<file path="src/rtl/nrm_pkg.sv">
package nrm_pkg;

    localparam int SHIFT_W   = 2;
    localparam int MAX_SHIFT = (1 << SHIFT_W) - 1;
    localparam int LANES     = 2;

    typedef enum logic [0:0] {
        OVF_CLEAR   = 1'b0,
        OVF_LATCHED = 1'b1
    } ovf_state_e;

endpackage

</file>
<file path="src/rtl/nrm_shift_lane.sv">
module nrm_shift_lane
    import nrm_pkg::*;
#(
    parameter int IN_W  = 13,
    parameter int OUT_W = 12
) (
    input  logic [IN_W-1:0]    din,
    input  logic [SHIFT_W-1:0] shift_code,
    output logic [OUT_W-1:0]   dout,
    output logic               ovf
);
    // The sample is sign-extended far enough that no shift of up to
    // MAX_SHIFT bits can push a significant bit off the top.
    localparam int EXT_W  = IN_W + MAX_SHIFT;
    localparam int HEAD_W = EXT_W - OUT_W + 1;

    logic [EXT_W-1:0]  ext;
    logic [EXT_W-1:0]  shifted;
    logic [HEAD_W-1:0] head;

    always_comb begin
        ext     = {{MAX_SHIFT{din[IN_W-1]}}, din};
        shifted = ext << shift_code;
        // head spans the output sign bit and every discarded bit above it
        head    = shifted[EXT_W-1:OUT_W-1];
        dout    = shifted[OUT_W-1:0];
        ovf     = !((&head) || !(|head));
    end

endmodule

</file>
<file path="src/rtl/nrm_ovf_tracker.sv">
module nrm_ovf_tracker
    import nrm_pkg::*;
(
    input  logic clk,
    input  logic rst,
    input  logic clear,
    input  logic hit,
    output logic flag
);
    ovf_state_e state_q;
    ovf_state_e state_d;

    always_ff @(posedge clk) begin
        if (rst) begin
            state_q <= OVF_CLEAR;
        end else begin
            state_q <= state_d;
        end
    end

    always_comb begin
        state_d = state_q;
        unique case (state_q)
            OVF_CLEAR: begin
                if (hit && !clear) begin
                    state_d = OVF_LATCHED;   // SET_ON_HIT
                end
            end
            OVF_LATCHED: begin
                if (clear) begin
                    state_d = OVF_CLEAR;     // CLEAR_ON_START
                end
            end
            default: state_d = OVF_CLEAR;
        endcase
    end

    always_comb begin
        flag = (state_q == OVF_LATCHED);
    end

endmodule

</file>
<file path="src/rtl/cplx_shift_norm.sv">
module cplx_shift_norm
    import nrm_pkg::*;
#(
    parameter int DATA_W = 10
) (
    input  logic                       clk,
    input  logic                       rst,
    input  logic                       frame_start,
    input  logic [1:0]                 shift_code,
    input  logic signed [DATA_W+2:0]   din_re,
    input  logic signed [DATA_W+2:0]   din_im,
    output logic                       frame_rdy,
    output logic signed [DATA_W+1:0]   dout_re,
    output logic signed [DATA_W+1:0]   dout_im,
    output logic                       ovf_flag
);
    localparam int IN_W  = DATA_W + 3;
    localparam int OUT_W = DATA_W + 2;

    logic [IN_W-1:0]  lane_in  [LANES];
    logic [OUT_W-1:0] lane_out [LANES];
    logic [LANES-1:0] lane_ovf;
    logic             any_ovf;

    assign lane_in[0] = din_re;
    assign lane_in[1] = din_im;

    for (genvar g = 0; g < LANES; g++) begin : g_lane
        nrm_shift_lane #(
            .IN_W  (IN_W),
            .OUT_W (OUT_W)
        ) u_lane (
            .din        (lane_in[g]),
            .shift_code (shift_code),
            .dout       (lane_out[g]),
            .ovf        (lane_ovf[g])
        );
    end

    assign any_ovf = |lane_ovf;

    always_ff @(posedge clk) begin
        if (rst) begin
            dout_re   <= '0;
            dout_im   <= '0;
            frame_rdy <= 1'b0;
        end else begin
            dout_re   <= lane_out[0];
            dout_im   <= lane_out[1];
            frame_rdy <= frame_start;
        end
    end

    nrm_ovf_tracker u_trk (
        .clk   (clk),
        .rst   (rst),
        .clear (frame_start),
        .hit   (any_ovf),
        .flag  (ovf_flag)
    );

endmodule

</file>
<file path="config.mk">
export PLATFORM = sky130hd
export DESIGN_NAME = cplx_shift_norm
export DESIGN_NICKNAME = d
export VERILOG_FILES = /design/src/rtl/nrm_pkg.sv /design/src/rtl/nrm_shift_lane.sv /design/src/rtl/nrm_ovf_tracker.sv /design/src/rtl/cplx_shift_norm.sv
export SDC_FILE = /design/constraint.sdc
export NUM_CORES = 1
export LEC_CHECK = 0
export BUFFER_PORTS_ARGS = -buffer_cell sky130_fd_sc_hd__buf_2
export CORE_MARGIN = 2
export CORE_UTILIZATION = 46
export CTS_CLUSTER_SIZE = 25
export DETAILED_ROUTE_END_ITERATION = 12
export GPL_TIMING_DRIVEN = 0
export PLACE_DENSITY_LB_ADDON = 0.05
export SETUP_SLACK_MARGIN = 0.2
export SYNTH_ARGS = -nofsm -noshare
export SYNTH_HDL_FRONTEND = slang
export SYNTH_SLANG_ARGS = --single-unit
</file>
<file path="constraint.sdc">
create_clock -name clk -period 1.9 [get_ports clk]
set_input_delay 0.38 -clock clk [delete_from_list [all_inputs] [get_ports clk]]
set_output_delay 0.38 -clock clk [all_outputs]
set_load 0.05 [all_outputs]
</file>
Word level (Yosys, flattened, before mapping)
Index checks and enable logic that the tools add are counted.
- register bits after elaboration: 26
- word-level logic and storage cells: 23
- RAM bits: 0
- memories kept: 0
- ROM bits: 0
- bits in latches: 0
- bits of input ports: 31
- output and inout port bits: 26
- multipliers: 0
- order comparisons: 0
- multiplexer cells: 3
- bitwise gates (word level): 1
- add/subtract/negate cells: 0
- reduce and logical (&&, ||, !) cells: 13
- div/mod/pow operators: 0
- equal/unequal tests: 0
- shifts and indexed selects: 2
- operators with widths (cell ; count):
    $shl A16 B2 Y16 ; 2
    $reduce_and A5 Y1 ; 2
    $reduce_or A5 Y1 ; 2
    $logic_not A1 Y1 ; 5
    $logic_or A1 B1 Y1 ; 2
    $mux W1 ; 2
    $pmux W1 S2 ; 1
    $reduce_or A2 Y1 ; 1
    $logic_and A1 B1 Y1 ; 1
    $not A1 Y1 ; 1

Longest topological paths before layout
- depth in word-level cells: 9
- depth in mapped cells: 7
- depth with buffers taken out: 4

Cells and area by module
A second synthesis with hierarchy kept.
- cells, all modules: 114
- area, all modules: 1408.9 µm²
- by module, submodules not included (module ; times used ; area each (µm²) ; cells each):
    nrm_shift_lane ; 2 ; 347.8 ; 29
    cplx_shift_norm ; 1 ; 679.4 ; 53
    nrm_ovf_tracker ; 1 ; 33.8 ; 3

Worst setup path after synthesis
No wires, ideal clock.
- path type: input to register
- from: input shift_code[1]
- to: register u_trk.state_q (netlist: u_trk.flag)
- data required time: 1.780 ns
- cell stages on the path: 5
- setup slack: 0.232 ns
- library setup time: 0.120 ns
- arrival: 1.548 ns
- cell sequence: clkbuf_1 > mux4_2 > a2111oi_2 > a31oi_1 > o31a_1
- word-level cells in the longest chain between the ends: 9
- ends and longest elaborated chain (item ; line ; RTL):
    start: declaration ; cplx_shift_norm.sv:9 ; input logic [1:0] shift_code,
    $shl A16 B2 Y16 ; nrm_shift_lane.sv:23 ; shifted = ext << shift_code;
    $reduce_or A5 Y1 ; nrm_shift_lane.sv:27 ; ovf = !((&head) || !(|head));
    $logic_not A1 Y1 ; nrm_shift_lane.sv:27 ;
    $logic_or A1 B1 Y1 ; nrm_shift_lane.sv:27 ;
    $logic_not A1 Y1 ; nrm_shift_lane.sv:27 ;
    $reduce_or A2 Y1 * ; cplx_shift_norm.sv:40 ; assign any_ovf = |lane_ovf;
    $logic_and A1 B1 Y1 * ; nrm_ovf_tracker.sv:25 ; if (hit && !clear) begin
    $mux W1 * ; nrm_ovf_tracker.sv:25 ;
    $pmux W1 S2 * ; nrm_ovf_tracker.sv:23 ; unique case (state_q)
    end signal: assignment ; nrm_ovf_tracker.sv:17 ; state_q <= state_d;
    end: declaration ; nrm_ovf_tracker.sv:10 ; ovf_state_e state_q;
Every way passes the cells marked *; elsewhere a longest branch is shown, timed or not.
A chain may end at the register's enable or synchronous reset.

Worst setup path after layout
- from: input shift_code[0]
- to: register u_trk.state_q (netlist: u_trk.flag)
The elaborated chain is that of the path after synthesis.

==> results.tsv <==
stage	metric	value	unit
status	status	finished clean	
logic_synthesis	post-synthesis compound-gate area fraction	0.109	
setup_path	endpoint class of the critical path	flop	
logic_synthesis	Synth Instances	109	
route	DR vias/cell	5.45	
floorplan	Starting Density	0.476	
setup_path	CP Launch Type	primary input	
logic_synthesis	syn nets	140	
logic_synthesis	Post-Syn Area	1300	um^2
logic_synthesis	mux contribution to synthesized area	0.307	
floorplan	io pins	57	
logic_synthesis	syn avg cell area	11.9	um^2
pwr	power per cell area	729	nW/um^2
finish	final design area excluding fillers	1640	um^2
global_routing	GRT Resource Usage Total	0.167	
route	DRT Wirelength	2600	um
pwr	Power Total	1.20	mW
placed_design	DP HPWL	2110	um
route	1st-iter DRT viols	29	
logic_synthesis	Yosys warning count	0	
cts	H-tree levels	1	
setup_path	Worst R2R Path Depth	1	
route	routed via count	1079	
global_routing	grt total ovfl	0	
setup_path	R2R Path Start	u_trk.flag	
cts	Num Clock Sinks	26	
floorplan	die height	57.2	um
logic_synthesis	Yosys reg bits	26	
route	DRC viols	0	
floorplan	Row Count	19	
global_routing	initial antenna violation count	0	
placed_design	placed cell areas	1620	um^2
placed_design	dpl ws	0.0527	ns
setup_path	crit path to	u_trk.flag	
logic_synthesis	Post-Synth Simple-Gate Area	0.147	
timing	final hold vios	0	
setup_path	Reg2Reg Setup Slack	1.20	ns
timing	post-route setup TNS	0	ns
logic_synthesis	Seq/Total Area, Yosys	0.400	
cts	total CTS buffers	3	
finish	Inserted Diodes	0	
setup_path	WP data arrival	1.73	ns
finish	Final nets	200	
pwr	maximum VDD drop	0.469	mV
placed_design	number of port buffers	55	
logic_synthesis	largest family of logic cells by synthesized area	multiplexers	
finish	filler cell count	232	
run	max-capacitance violation count	0	
setup_path	critical path startpoint	shift_code[0]	
worst_hold_path	HP Class	primary input to flop	
timing	WHS	0.287	ns
cts	CTS tree	built	
global_routing	first-pass GRT wire length	4170	um
timing	Final setup viols	0	
cts	Clock Root Buffer	clkbuf_4	
setup_path	critical path type	primary input to flop	
route	wire per inst	13.1	um
placed_design	placer congestion estimate	0.750	
cts	latest clock arrival within the worst-skew pair	0.30	ns
cts	worst-case clock buffer depth	2	
timing	worst-margin pin slew	0.376	ns
floorplan	core area	2730	um^2
global_routing	number of global-route vias before repair	949	
logic_synthesis	post-synthesis cell type count	21	
floorplan	die width	57.2	um
timing	final worst slack	0.383	ns
cts	hold bufs inserted after CTS	0	
timing	Tcrit/Tclk final	0.799	
route	DRT Pass-1 Iters	4	
logic_synthesis	Adder-Cell Fraction of Synth Area	0	
setup_path	worst reg2reg path endpoint	u_trk.flag	
worst_hold_path	hold depth	2	
timing	RSZ-0062 raised after global routing	no	
timing	Clock Skew	0	ns
global_routing	pin count of the biggest net entering global routing	14	
setup_path	CP required	2.11	ns
timing	Slew HR	0.749	
timing	Slew Viols, Final	0	
cts	Setup Fix Bufs, Post-CTS	0	
floorplan	die area	3270	um^2
pwr	P_leak	0.736	nW
route	Final ANT Viol Nets	0	
setup_path	worst-path fanout max	4	
cts	post-CTS resize count	0	
cts	Reg clk slew, reported paths	0.13	ns
finish	Layout area overhead	25.8	%
timing	Final min period	1.52	ns
logic_synthesis	XOR/XNOR share of the synthesized area	0	
timing	Highest Clock Rate	0.659	GHz
finish	layout cell share with drive strength beyond 1	0.485	
final cells by class:
| class | instances | area (um^2) | share of cell area |
|---|---|---|---|
| buffer | 9 | 41.3 | 0.0252 |
| inverter | 2 | 7.51 | 0.00458 |
| sequential | 26 | 520 | 0.318 |
| clock buffer | 3 | 22.5 | 0.0137 |
| multi-input combinational | 72 | 733 | 0.447 |
| tap | 31 | 38.8 | 0.0237 |
| timing repair buffer | 55 | 275 | 0.168 |
metrics by stage:
step,util,instances
2_1_floorplan,-,109
3_5_place_dp,0.591,195
6_report,0.600,198
3_3_place_gp,0.591,195
4_1_cts,0.600,198
5_1_grt,0.600,198
synth_stat cells, drive strengths merged:
master	n	area share
nand2	2	0.0058
a211oi	4	0.023
a21o	2	0.012
mux4	16	0.28
inv	2	0.0058
dfxtp	26	0.40
nor2b	22	0.11
nor3	2	0.0077
a21oi	2	0.0077
clkbuf	3	0.0086
a2111oi	2	0.019
buf	6	0.023
nor4b	2	0.013
mux2i	4	0.031
nor2	5	0.014
o21ai	2	0.0077
o31a	1	0.0067
o21a	2	0.012
a21boi	2	0.012
a31oi	2	0.0096
critical path: stages:
cell and delay (ns):
buf_2 0.13, mux4_2 0.53, a2111oi_1 0.33, a31oi_1 0.11, o31a_1 0.24
layout by cell type, fill, tap and decap left out:
cell type  count
nand2_1        2
dfxtp_1       26
nor3_1         2
nor4b_1        2
a31oi_1        2
nor2b_1       22
clkbuf_4       3
clkbuf_1       3
a211oi_1       4
a2111oi_1      1
a21oi_1        2
o21ai_0        2
a21o_1         2
nor2_1         5
a2111oi_2      1
o31a_1         1
buf_2         61
o21a_1         2
mux2i_1        4
mux4_2        16
inv_1          2
a21boi_0       2
how the worst min path moves through the flow:
stage,from,endpoint,slack (ns)
final,frame_start,frame_rdy,0.29
after global routing,rst,dout_im[7],0.31
after CTS,frame_start,frame_rdy,0.28
after detailed placement,u_trk.flag,u_trk.flag,0.47
after global placement,u_trk.flag,u_trk.flag,0.46
after floorplan,rst,dout_im[5],0.45
sequential cells by signal, indices dropped and copies added (netlist names):
signal / count
dout_im: 12
dout_re: 12
frame_rdy: 1
u_trk.flag: 1
routing by layer:
layer,up-vias,track usage,share of wire
li1,528,-,-
met1,504,0.196,0.43
met2,45,0.307,0.50
met3,2,0.0272,0.065
met4,0,0.0598,0.0066
met5,-,0,0
power by group:
| part | internal [mW] | switching (mW) | total, mW |
|---|---|---|---|
| Combinational | 0.143 | 0.241 | 0.384 |
| Sequential | 0.583 | 0.00778 | 0.591 |
| Clock | 0.0740 | 0.147 | 0.221 |
| Total | 0.800 | 0.395 | 1.20 |
kinds of logic after synthesis:
kind of cell | Yosys count
compound gates | 19
buf+inv | 11
mux | 20
simple gates | 33
flops | 26
Power figures use the tool's default switching activity.
